### config.mk
export PLATFORM = sky130hd
export DESIGN_NAME = accessTrapResolver
export DESIGN_NICKNAME = d
export VERILOG_FILES = /design/src/rtl/accessTrapPkg.sv /design/src/rtl/trapCondCtrl.sv /design/src/rtl/trapOutcomeSel.sv /design/src/rtl/accessTrapResolver.sv
export SDC_FILE = /design/constraint.sdc
export NUM_CORES = 1
export LEC_CHECK = 0
export CAP_MARGIN = 20
export CORE_AREA = 2 2 39 41
export DETAILED_ROUTE_END_ITERATION = 16
export DIE_AREA = 0 0 41 43
export GPL_TIMING_DRIVEN = 0
export PLACE_DENSITY_LB_ADDON = 0.3
export RECOVER_POWER = 25
export SYNTH_ARGS = -nofsm -noshare
export SYNTH_HDL_FRONTEND = slang
export SYNTH_SLANG_ARGS = --single-unit
### constraint.sdc
create_clock -name vclk -period 2.8
set_clock_uncertainty 0.1 [all_clocks]
set_input_delay 0.7 -clock vclk [all_inputs]
set_output_delay 0.7 -clock vclk [all_outputs]
set_load 0.05 [all_outputs]
### src/rtl/accessTrapPkg.sv
package accessTrapPkg;

  localparam int LEVEL_W   = 2;
  localparam int OUTCOME_W = 3;
  localparam int OWNER_W   = 2;
  localparam int NEST_W    = 3;
  localparam int NUM_LEVELS = 1 << LEVEL_W;

  localparam logic [OWNER_W-1:0] OWNER_SECURE    = 2'b01;
  localparam logic [OWNER_W-1:0] OWNER_NONSECURE = 2'b11;

  localparam logic [5:0]  SYND_CLASS_DEF      = 6'h18;
  localparam logic [11:0] REDIRECT_OFFSET_DEF = 12'h830;

  typedef enum logic [OUTCOME_W-1:0] {
    OUT_DIRECT   = 3'd0,
    OUT_UNDEF    = 3'd1,
    OUT_TRAP_EL2 = 3'd2,
    OUT_TRAP_EL3 = 3'd3,
    OUT_REDIRECT = 3'd4
  } accessOutcome_t;

  // Condition strobes raised by the control side, consumed by the selector.
  typedef struct packed {
    logic atEl0;
    logic atEl1;
    logic atEl2;
    logic atEl3;
    logic haltUndef;
    logic fineHit;
    logic coarseHit;
    logic ownerMiss;
    logic ownerUndef;
    logic nestRedirect;
  } trapStrobes_t;

endpackage

### src/rtl/trapCondCtrl.sv
module trapCondCtrl
  import accessTrapPkg::*;
#(
  parameter bit HALT_UNDEF_FIRST = 1'b1
) (
  input  logic [LEVEL_W-1:0] curLevel,
  input  logic               haltedDbg,
  input  logic               secDbgOff,
  input  logic               hasEl2,
  input  logic               hasEl3,
  input  logic               nonSecure,
  input  logic [OWNER_W-1:0] ownerField,
  input  logic               fineTrapEnable,
  input  logic               fineReadTrap,
  input  logic               fineWriteTrap,
  input  logic               isWrite,
  input  logic               secEl2Enable,
  input  logic               coarseTrap,
  input  logic [NEST_W-1:0]  nestCtl,
  output trapStrobes_t       strobes
);

  logic [NUM_LEVELS-1:0] levelHot;
  logic el2Enabled;
  logic ownerOk;
  logic dbgLocked;
  logic fineAllowed;
  logic fineBit;
  logic haltUndefRaw;

  // One-hot decode of the requesting level.
  for (genvar lv = 0; lv < NUM_LEVELS; lv++) begin : g_levelDecode
    assign levelHot[lv] = (curLevel == LEVEL_W'(lv));
  end

  assign el2Enabled  = hasEl2 & (nonSecure | secEl2Enable);
  assign ownerOk     = nonSecure ? (ownerField == OWNER_NONSECURE)
                                 : (ownerField == OWNER_SECURE);
  assign dbgLocked   = haltedDbg & secDbgOff;
  assign fineAllowed = ~hasEl3 | fineTrapEnable;
  assign fineBit     = isWrite ? fineWriteTrap : fineReadTrap;

  // Implementation option: halted secure-debug check ahead of hypervisor traps.
  if (HALT_UNDEF_FIRST) begin : g_haltFirst
    assign haltUndefRaw = dbgLocked & hasEl3 & ~ownerOk;
  end else begin : g_haltLate
    assign haltUndefRaw = 1'b0;
  end

  always_comb begin
    strobes.atEl0        = levelHot[0];
    strobes.atEl1        = levelHot[1];
    strobes.atEl2        = levelHot[2];
    strobes.atEl3        = levelHot[3];
    strobes.haltUndef    = haltUndefRaw;
    strobes.fineHit      = el2Enabled & fineAllowed & fineBit;
    strobes.coarseHit    = el2Enabled & coarseTrap;
    strobes.ownerMiss    = hasEl3 & ~ownerOk;
    strobes.ownerUndef   = hasEl3 & ~ownerOk & dbgLocked;
    strobes.nestRedirect = el2Enabled & nestCtl[2] & nestCtl[0];
  end

endmodule

### src/rtl/trapOutcomeSel.sv
module trapOutcomeSel
  import accessTrapPkg::*;
#(
  parameter int          SYND_W          = 6,
  parameter logic [SYND_W-1:0] SYND_CLASS = SYND_CLASS_DEF,
  parameter int          OFF_W           = 12,
  parameter logic [OFF_W-1:0] REDIRECT_OFFSET = REDIRECT_OFFSET_DEF
) (
  input  trapStrobes_t        strobes,
  output logic [OUTCOME_W-1:0] accessOutcome,
  output logic [LEVEL_W-1:0]   trapLevel,
  output logic [SYND_W-1:0]    syndromeClass,
  output logic [OFF_W-1:0]     memOffset
);

  accessOutcome_t outSel;

  // Ordered priority chain; first matching rule wins.
  always_comb begin
    outSel = OUT_DIRECT;
    if (strobes.atEl0) begin
      outSel = OUT_UNDEF;
    end else if (strobes.atEl3) begin
      outSel = OUT_DIRECT;
    end else if (strobes.atEl1 || strobes.atEl2) begin
      if (strobes.haltUndef) begin
        outSel = OUT_UNDEF;
      end else if (strobes.atEl1 && strobes.fineHit) begin
        outSel = OUT_TRAP_EL2;
      end else if (strobes.atEl1 && strobes.coarseHit) begin
        outSel = OUT_TRAP_EL2;
      end else if (strobes.ownerMiss) begin
        outSel = strobes.ownerUndef ? OUT_UNDEF : OUT_TRAP_EL3;
      end else if (strobes.atEl1 && strobes.nestRedirect) begin
        outSel = OUT_REDIRECT;
      end else begin
        outSel = OUT_DIRECT;
      end
    end
  end

  always_comb begin
    accessOutcome = outSel;
    trapLevel     = '0;
    syndromeClass = '0;
    memOffset     = '0;
    unique case (outSel)
      OUT_TRAP_EL2: begin
        trapLevel     = LEVEL_W'(2);
        syndromeClass = SYND_CLASS;
      end
      OUT_TRAP_EL3: begin
        trapLevel     = LEVEL_W'(3);
        syndromeClass = SYND_CLASS;
      end
      OUT_REDIRECT: memOffset = REDIRECT_OFFSET;
      default: ;
    endcase
  end

endmodule

### src/rtl/accessTrapResolver.sv
module accessTrapResolver
  import accessTrapPkg::*;
#(
  parameter bit   HALT_UNDEF_FIRST = 1'b1,
  parameter int   SYND_W           = 6,
  parameter logic [SYND_W-1:0] SYND_CLASS = SYND_CLASS_DEF,
  parameter int   OFF_W            = 12,
  parameter logic [OFF_W-1:0] REDIRECT_OFFSET = REDIRECT_OFFSET_DEF
) (
  input  logic [1:0]        curLevel,
  input  logic              haltedDbg,
  input  logic              secDbgOff,
  input  logic              hasEl2,
  input  logic              hasEl3,
  input  logic              nonSecure,
  input  logic [1:0]        ownerField,
  input  logic              fineTrapEnable,
  input  logic              fineReadTrap,
  input  logic              fineWriteTrap,
  input  logic              isWrite,
  input  logic              secEl2Enable,
  input  logic              coarseTrap,
  input  logic [2:0]        nestCtl,
  output logic [2:0]        accessOutcome,
  output logic [1:0]        trapLevel,
  output logic [SYND_W-1:0] syndromeClass,
  output logic [OFF_W-1:0]  memOffset
);

  trapStrobes_t strobes;

  trapCondCtrl #(
    .HALT_UNDEF_FIRST(HALT_UNDEF_FIRST)
  ) i_trapCondCtrl (
    .curLevel      (curLevel),
    .haltedDbg     (haltedDbg),
    .secDbgOff     (secDbgOff),
    .hasEl2        (hasEl2),
    .hasEl3        (hasEl3),
    .nonSecure     (nonSecure),
    .ownerField    (ownerField),
    .fineTrapEnable(fineTrapEnable),
    .fineReadTrap  (fineReadTrap),
    .fineWriteTrap (fineWriteTrap),
    .isWrite       (isWrite),
    .secEl2Enable  (secEl2Enable),
    .coarseTrap    (coarseTrap),
    .nestCtl       (nestCtl),
    .strobes       (strobes)
  );

  trapOutcomeSel #(
    .SYND_W         (SYND_W),
    .SYND_CLASS     (SYND_CLASS),
    .OFF_W          (OFF_W),
    .REDIRECT_OFFSET(REDIRECT_OFFSET)
  ) i_trapOutcomeSel (
    .strobes      (strobes),
    .accessOutcome(accessOutcome),
    .trapLevel    (trapLevel),
    .syndromeClass(syndromeClass),
    .memOffset    (memOffset)
  );

endmodule

Yosys cells after proc, flatten, opt, wreduce, memory -nomap -nowiden
Cells that the tools add are included.
{ "totals": {"regBits": 0, "latch_bits": 0, "mem_bits_rw": 0, "rom_bits": 0, "in_bits": 18, "out_inout_bits": 23, "mem_count": 0} }
{ "classes": {"add_sub_neg": 0, "mul": 0, "n_div": 0, "magnitude_cmp": 0, "eq_ne": 8, "shifts": 0, "muxes": 14, "bitwise_logic": 15, "reduce_logical": 6} }
{ "op_table": {"columns": ["op", "count"], "rows": [
  ["3-bit 2-to-1 mux", 8],
  ["12-bit 2-to-1 mux", 1],
  ["1-bit bitwise AND", 11],
  ["2-bit equality test, second input constant", 3],
  ["3-bit by 2-bit equality test with 1-bit output, second input constant", 2],
  ["5-bit 2-to-1 mux", 1],
  ["2-bit by 1-bit equality test with 1-bit output, second input constant", 2],
  ["2-bit case mux with 2 select lines", 1],
  ["3-bit equality test, second input constant", 1],
  ["1-bit logical AND", 3],
  ["2-bit logical NOT", 1],
  ["1-bit 2-to-1 mux", 2],
  ["2-bit 2-to-1 mux", 1],
  ["1-bit NOT", 2],
  ["1-bit OR", 2],
  ["2-bit OR reduction", 1],
  ["1-bit logical OR", 1]
]} }

Logic depth before layout (Yosys ltp)
Gate-level depths: netlist of run 1.
{ "logic_depth": {"word_depth": 16, "depth_mapped": 7} }

Modules after synthesis
A second synthesis of run 1 with hierarchy kept.
{ "hier_totals": {"hier_cells": 49, "hier_area_um2": 337.8} }
{ "modules_own_cells": {"columns": ["mod", "n_inst", "cells_each", "area_each_um2", "seq_area_each_um2"], "rows": [
  ["trapOutcomeSel", 1, 33, 232.7, 0.0],
  ["trapCondCtrl", 1, 16, 105.1, 0.0]
]} }

Worst setup path after synthesis of run 1
No wires, ideal clock.
{ "synth_path": {"path_kind": "input-to-output", "from": "input port curLevel[1]", "to": "output port syndromeClass[4]", "t_arrival_ns": 2.485, "required_time_ns": 2.000, "setup_slack_ns": -0.485, "cell_stages": 5, "n_path_buf": 1, "path_cell_list": "inv_1 > ha_1 > nor3b_1 > nor2b_1 > buf_4"} }
{ "synth_between": {"elab_chain_cells": 13, "word_cells_on_any_way": 20, "classes_between": "eq/ne: 5; mux: 9; reduce/logical: 6"} }
{ "synth_rtl": {"columns": ["item", "line_no", "text"], "rows": [
  ["from (decl)", "accessTrapResolver.sv:10", "input logic [1:0] curLevel,"],
  ["2-bit by 1-bit equality test with 1-bit output", "trapCondCtrl.sv:33", "assign levelHot[lv] = (curLevel == LEVEL_W'(lv));"],
  ["1-bit logical AND", "trapOutcomeSel.sv:34", "end else if (strobes.atEl1 && strobes.nestRedirect) begin"],
  ["3-bit 2-to-1 mux", "trapOutcomeSel.sv:34", null],
  ["3-bit 2-to-1 mux", "trapOutcomeSel.sv:32", "end else if (strobes.ownerMiss) begin"],
  ["3-bit 2-to-1 mux", "trapOutcomeSel.sv:30", "end else if (strobes.atEl1 && strobes.coarseHit) begin"],
  ["3-bit 2-to-1 mux", "trapOutcomeSel.sv:28", "end else if (strobes.atEl1 && strobes.fineHit) begin"],
  ["3-bit 2-to-1 mux", "trapOutcomeSel.sv:26", "if (strobes.haltUndef) begin"],
  ["3-bit 2-to-1 mux", "trapOutcomeSel.sv:25", "end else if (strobes.atEl1 || strobes.atEl2) begin"],
  ["3-bit 2-to-1 mux", "trapOutcomeSel.sv:23", "end else if (strobes.atEl3) begin"],
  ["3-bit 2-to-1 mux *", "trapOutcomeSel.sv:21", "if (strobes.atEl0) begin"],
  ["3-bit by 2-bit equality test with 1-bit output", "trapOutcomeSel.sv:47", "unique case (outSel)"],
  ["2-bit OR reduction (no line) *", null, null],
  ["5-bit 2-to-1 mux *", "trapOutcomeSel.sv:47", null],
  ["to (decl)", "accessTrapResolver.sv:26", "output logic [SYND_W-1:0] syndromeClass,"]
]} }
Every way passes the cells marked *; elsewhere a longest branch is shown, timed or not.

Worst setup path in the final report of run 1
{ "layout_path": {"from": "input port curLevel[1]", "to": "output port memOffset[11]"} }
{ "layout_between": {"elab_chain_cells": 12, "word_cells_on_any_way": 18, "classes_between": "eq/ne: 4; mux: 9; reduce/logical: 5"} }
{ "layout_rtl": {"columns": ["item", "line_no", "text"], "rows": [
  ["2-bit by 1-bit equality test with 1-bit output", "trapCondCtrl.sv:33", null],
  ["1-bit logical AND", "trapOutcomeSel.sv:34", null],
  ["3-bit 2-to-1 mux", "trapOutcomeSel.sv:34", null],
  ["3-bit 2-to-1 mux", "trapOutcomeSel.sv:32", null],
  ["3-bit 2-to-1 mux", "trapOutcomeSel.sv:30", null],
  ["3-bit 2-to-1 mux", "trapOutcomeSel.sv:28", null],
  ["3-bit 2-to-1 mux", "trapOutcomeSel.sv:26", null],
  ["3-bit 2-to-1 mux", "trapOutcomeSel.sv:25", null],
  ["3-bit 2-to-1 mux", "trapOutcomeSel.sv:23", null],
  ["3-bit 2-to-1 mux *", "trapOutcomeSel.sv:21", null],
  ["3-bit equality test *", "trapOutcomeSel.sv:47", null],
  ["12-bit 2-to-1 mux *", "trapOutcomeSel.sv:47", null],
  ["to (decl)", "accessTrapResolver.sv:27", "output logic [OFF_W-1:0] memOffset"]
]} }
Marked as above.

==> metrics.txt, run 1 <==
status=finished clean; Seq cells=0; Worst path most repeated cell=buf_4; initial antenna violation count=0; yosys warns=0; fin crit share=97.82%; worst min-delay path startpoint=curLevel[1]; total track usage=11.19%; Hold-fix buffers, CTS=0; WP data required=2.00 ns; routed len/inst=9.076 um; final wirelength=953 um; Via density=3.829; Cell Area, Placed=688.2 um2; Synth area leaders=buf_4 (38%), ha_1 (11%), and4b_1 (5.9%); Pleak=0.4231 nW; RSZ-0062 raised after global routing=no; cell with the most instances after synthesis=buf_4; Core Area=1384 um2; CP max FO=3; fin util=55.88%; largest net degree at the start of global routing=6; chip width=41 um; crit end category=primary output; hold path cells=5; Worst Setup Slack, final=0.06099 ns; worst min-delay path class=primary input to primary output; Synth area leader=buf_4; hold path endpoint=accessOutcome[0]; Post-Syn Area=336.6 um2; crit path time final=2.739 ns; first-pass GRT wire length=1.462 mm; hpwl dp=706.1 um; post-route DRC violation count=0; Pins Over Slew Limit=0; crit-path cells=buf_2, inv_4, ha_4, o211ai_1, buf_4, buf_4, and4b_2, buf_4, buf_8; drt first pass iters=2; Netlist cell types=18; # IOs=41; setup violators final=0; die height=43 um; area share of the largest cell type after synthesis=37.92%; post-route ant nets=0; worst vdd ir=88.01 uV; Commonest cells post-synth=buf_4 (17), inv_1 (5), ha_1 (3); Mapped Cells=46; Storage cell area=0 um2; DR vias=402; Setup TNS=0 ns; Final Hold Viols=0; crit path buf inv count=6; ANT cells=0; vias in the first global route=360; row cnt=14; Seq/Total Area, Yosys=0%; Iter 0 DRT Violations=4; CLK BUF=0; Syn-to-layout area delta=129.7%; critical path type=primary input to primary output; P per Cell Area=198.3 nW/um2; gr ovfl total=0; Placer Congestion=0.6128; f_max=0.3651 GHz; Arr. time, crit path=1.94 ns; CP startpoint kind=primary input; Max stage delay on crit path=0.28 ns; nets=112; Initial Util=24.32%; Max-Cap Viols=0; Worst path slowest cell=and4b_2; crit-path leading delay family=buffers and inverters; Place WS=-1.046 ns; Die Area=1763 um2; Syn Area/Cell=7.317 um2; share of cells above drive strength 1=53.93%; fin area=773.2 um2; PortBufs=27
-- where the power goes --
group	switching (mW)	leakage (nW)	internal, mW	total (mW)
Sequential	0	0	0	0
Combinational	0.0904	0.423	0.0630	0.153
Clock	0	0	0	0
-- layout make-up --
cell class	instances	area, um2
fill	143	610.6
multi-input combinational	36	319.1
timing repair buffer	31	277.8
buffer	17	135.1
inverter	5	21.27
tap	16	20.02
-- stage by stage --
stage	hold slack, ns	cells	power, mW
global placement	2.638	101	0.1363
detailed placement	2.640	101	0.1374
CTS	1.998	104	0.1440
finish	1.900	105	0.1534
floorplan	1.603	58	0.09815
global route	1.944	105	0.1625
-- layout by cell type, fill, tap and decap left out, types with 2 or more instances in the layout --
cell,Yosys,layout
buf_4,17,21
buf_6,0,3
nor2_1,2,2
buf_8,0,4
inv_1,5,3
clkdlybuf4s50_1,0,4
dlygate4sd2_1,0,9
ha_4,0,2
buf_2,0,4
nand2_1,2,2
conb_1,1,13
-- cells by family after synthesis --
family          after synthesis  share of synthesized area, %
simple gates                 12                         21.93
fa+ha+maj                     3                         11.15
mux                           2                         5.948
compound gates                5                         13.75
xor+xnor                      1                         2.603
other cells                   1                         1.114
buf+inv                      22                         43.49
-- per-layer routing --
metal  track usage, %  part of all wire (%)  up-vias
li1                 -                     -      209
met2            22.19                    55       25
met3            1.047                    14        0
met5                0                     0        -
met4                0                     0        0
met1            12.34                    31      168
-- repair_timing --
item / 4_1_cts / 5_1_grt
pin swaps: 5 / 3
setup buffers: 3 / 1
gates resized for setup: 93 / 12
setup endpoints to repair: 10 / 10
-- tightest hold or removal path, delay by kind of cell --
kind	cells	cell delay [ns]
adder cells (fa/ha/maj)	1	0.14
AO/OA/AOI/OAI	1	0.11
buffers and inverters	3	0.35
-- how the worst max path moves through the flow --
stage | slack [ns] | to | cells past startpoint | startpoint
CTS | 0.003 | accessOutcome[0] | 8 | curLevel[1]
detailed placement | -1.05 | memOffset[11] | 7 | curLevel[0]
global placement | -0.99 | memOffset[5] | 7 | curLevel[0]
floorplan | 0.02 | trapLevel[0] | 5 | curLevel[1]
global route | 0.004 | trapLevel[1] | 7 | ownerField[1]
finish | 0.06 | memOffset[11] | 9 | curLevel[1]
Note: power is estimated with default switching activity, not from simulation.
==> inputs of run 2 (changes only) <==
Settings changed: GPL_TIMING_DRIVEN 0 to not set.
==> run 2 against run 1 <==
  * Setup slack worse by 0.0071 ns
  * First-iteration DRC count is 100% lower
  * Power fell by 8.2%
  * Fmax down 0.26%
  * Global-route usage down 2.6 points
  * Utilization down 4.0 points
  * Flip-flop and latch count unchanged
  * Design area is 7.1% lower
  * Via count is 12% lower
  * Largest power group unchanged
==> metrics.txt, run 2 (same netlist as run 1, synthesis figures left out) <==
ANT cells=0; first-pass GRT wire length=1.173 mm; Iter 0 DRT Violations=0; chip width=41 um; Initial Util=24.32%; Max-Cap Viols=0; Die Area=1763 um2; Syn-to-layout area delta=113.4%; most common cell after layout, fill and taps aside=conb_1; PortBufs=27; nets=96; setup violators final=0; routed len/inst=8.281 um; CLK BUF=0; RSZ-0062 raised after global routing=yes; f_max=0.3642 GHz; post-route DRC violation count=0; Pins Over Slew Limit=0; CP max FO=3; fin crit share=98.07%; worst min-delay path startpoint=curLevel[1]; CP startpoint=curLevel[1]; Hold-fix buffers, CTS=0; final wirelength=737 um; largest net degree at the start of global routing=6; Seq cells=0; # IOs=41; Arr. time, crit path=1.95 ns; fin util=51.90%; gr ovfl total=0; Core Area=1384 um2; crit end category=primary output; Pleak=0.3414 nW; Via density=3.989; WP data required=2.00 ns; fin area=718.2 um2; initial antenna violation count=0; drt first pass iters=1; status=finished clean; P per Cell Area=196.0 nW/um2; vias in the first global route=308; most frequent cells in the layout=conb_1 (13), dlygate4sd2_1 (9), buf_12 (9), buf_4 (7), clkdlybuf4s50_1 (5); row cnt=14; total track usage=8.591%; worst vdd ir=92.72 uV; Placer Congestion=0.6357; DR vias=355; die height=43 um; Cell Area, Placed=663.1 um2; hpwl dp=645.9 um; post-route ant nets=0; crit path time final=2.746 ns; share of cells above drive strength 1=38.36%; worst min-delay path class=primary input to primary output; CP startpoint kind=primary input; critical path type=primary input to primary output; Storage cell area=0 um2; Final Hold Viols=0
## run 2: cell count changes in the layout (fill, tap and decap cells not counted), sizes merged
cell / previous run / this run
clkbuf: 2 / 0
buf: 32 / 17
clkdlybuf4s50: 4 / 5
## run 2: path summary, 6_finish.rpt
kind	endpoint	depth (start not counted)
setup / recovery	trapLevel[1]	8
hold / removal	trapLevel[0]	6
## run 2: power breakdown
| group | switching, mW | internal, mW |
|---|---|---|
| clock network | 0 | 0 |
| logic | 0.0851 | 0.0557 |
| registers | 0 | 0 |
| total | 0.0851 | 0.0557 |
## run 2: cell type report
type	count	area, um2
Fill cell	143	665.6
Multi-Input combinational cell	36	290.3
Timing Repair Buffer	32	386.6
Tap cell	16	20.02
Inverter	5	21.27
## run 2: layer usage
metal	track usage, %	up-vias	part of all wire [%]
met1	11.08	153	35
met3	0	0	13
met2	15.94	25	51
li1	-	177	-
met5	0	-	0
met4	0	0	0
## run 2: repair_timing
action	in CTS	in global routing
gates cloned	0	0
endpoints found under the setup margin	10	6
gates resized for setup	25	5
pin swaps	5	4
buffers inserted	2	1
## run 2: stage by stage
step	instances	TNS, ns	total power [mW]	hold slack [ns]	setup slack (ns)
finish	89	0	0.1408	1.923	0.05392
global route	89	-0.1354	0.1486	1.980	-0.02536
CTS	88	0	0.1363	1.926	0.01910
detailed placement	86	-3.224	0.1334	2.118	-0.3832
global placement	86	-3.012	0.1325	2.112	-0.3589
floorplan	58	0	0.09815	1.603	0.02275
## run 2: critical path: stages
cell and delay [ns]:
buf_8 0.10, inv_4 0.05, ha_4 0.11, o211ai_1 0.11
a211oi_2 0.31, mux2i_2 0.16, nor2b_4 0.24, buf_12 0.17
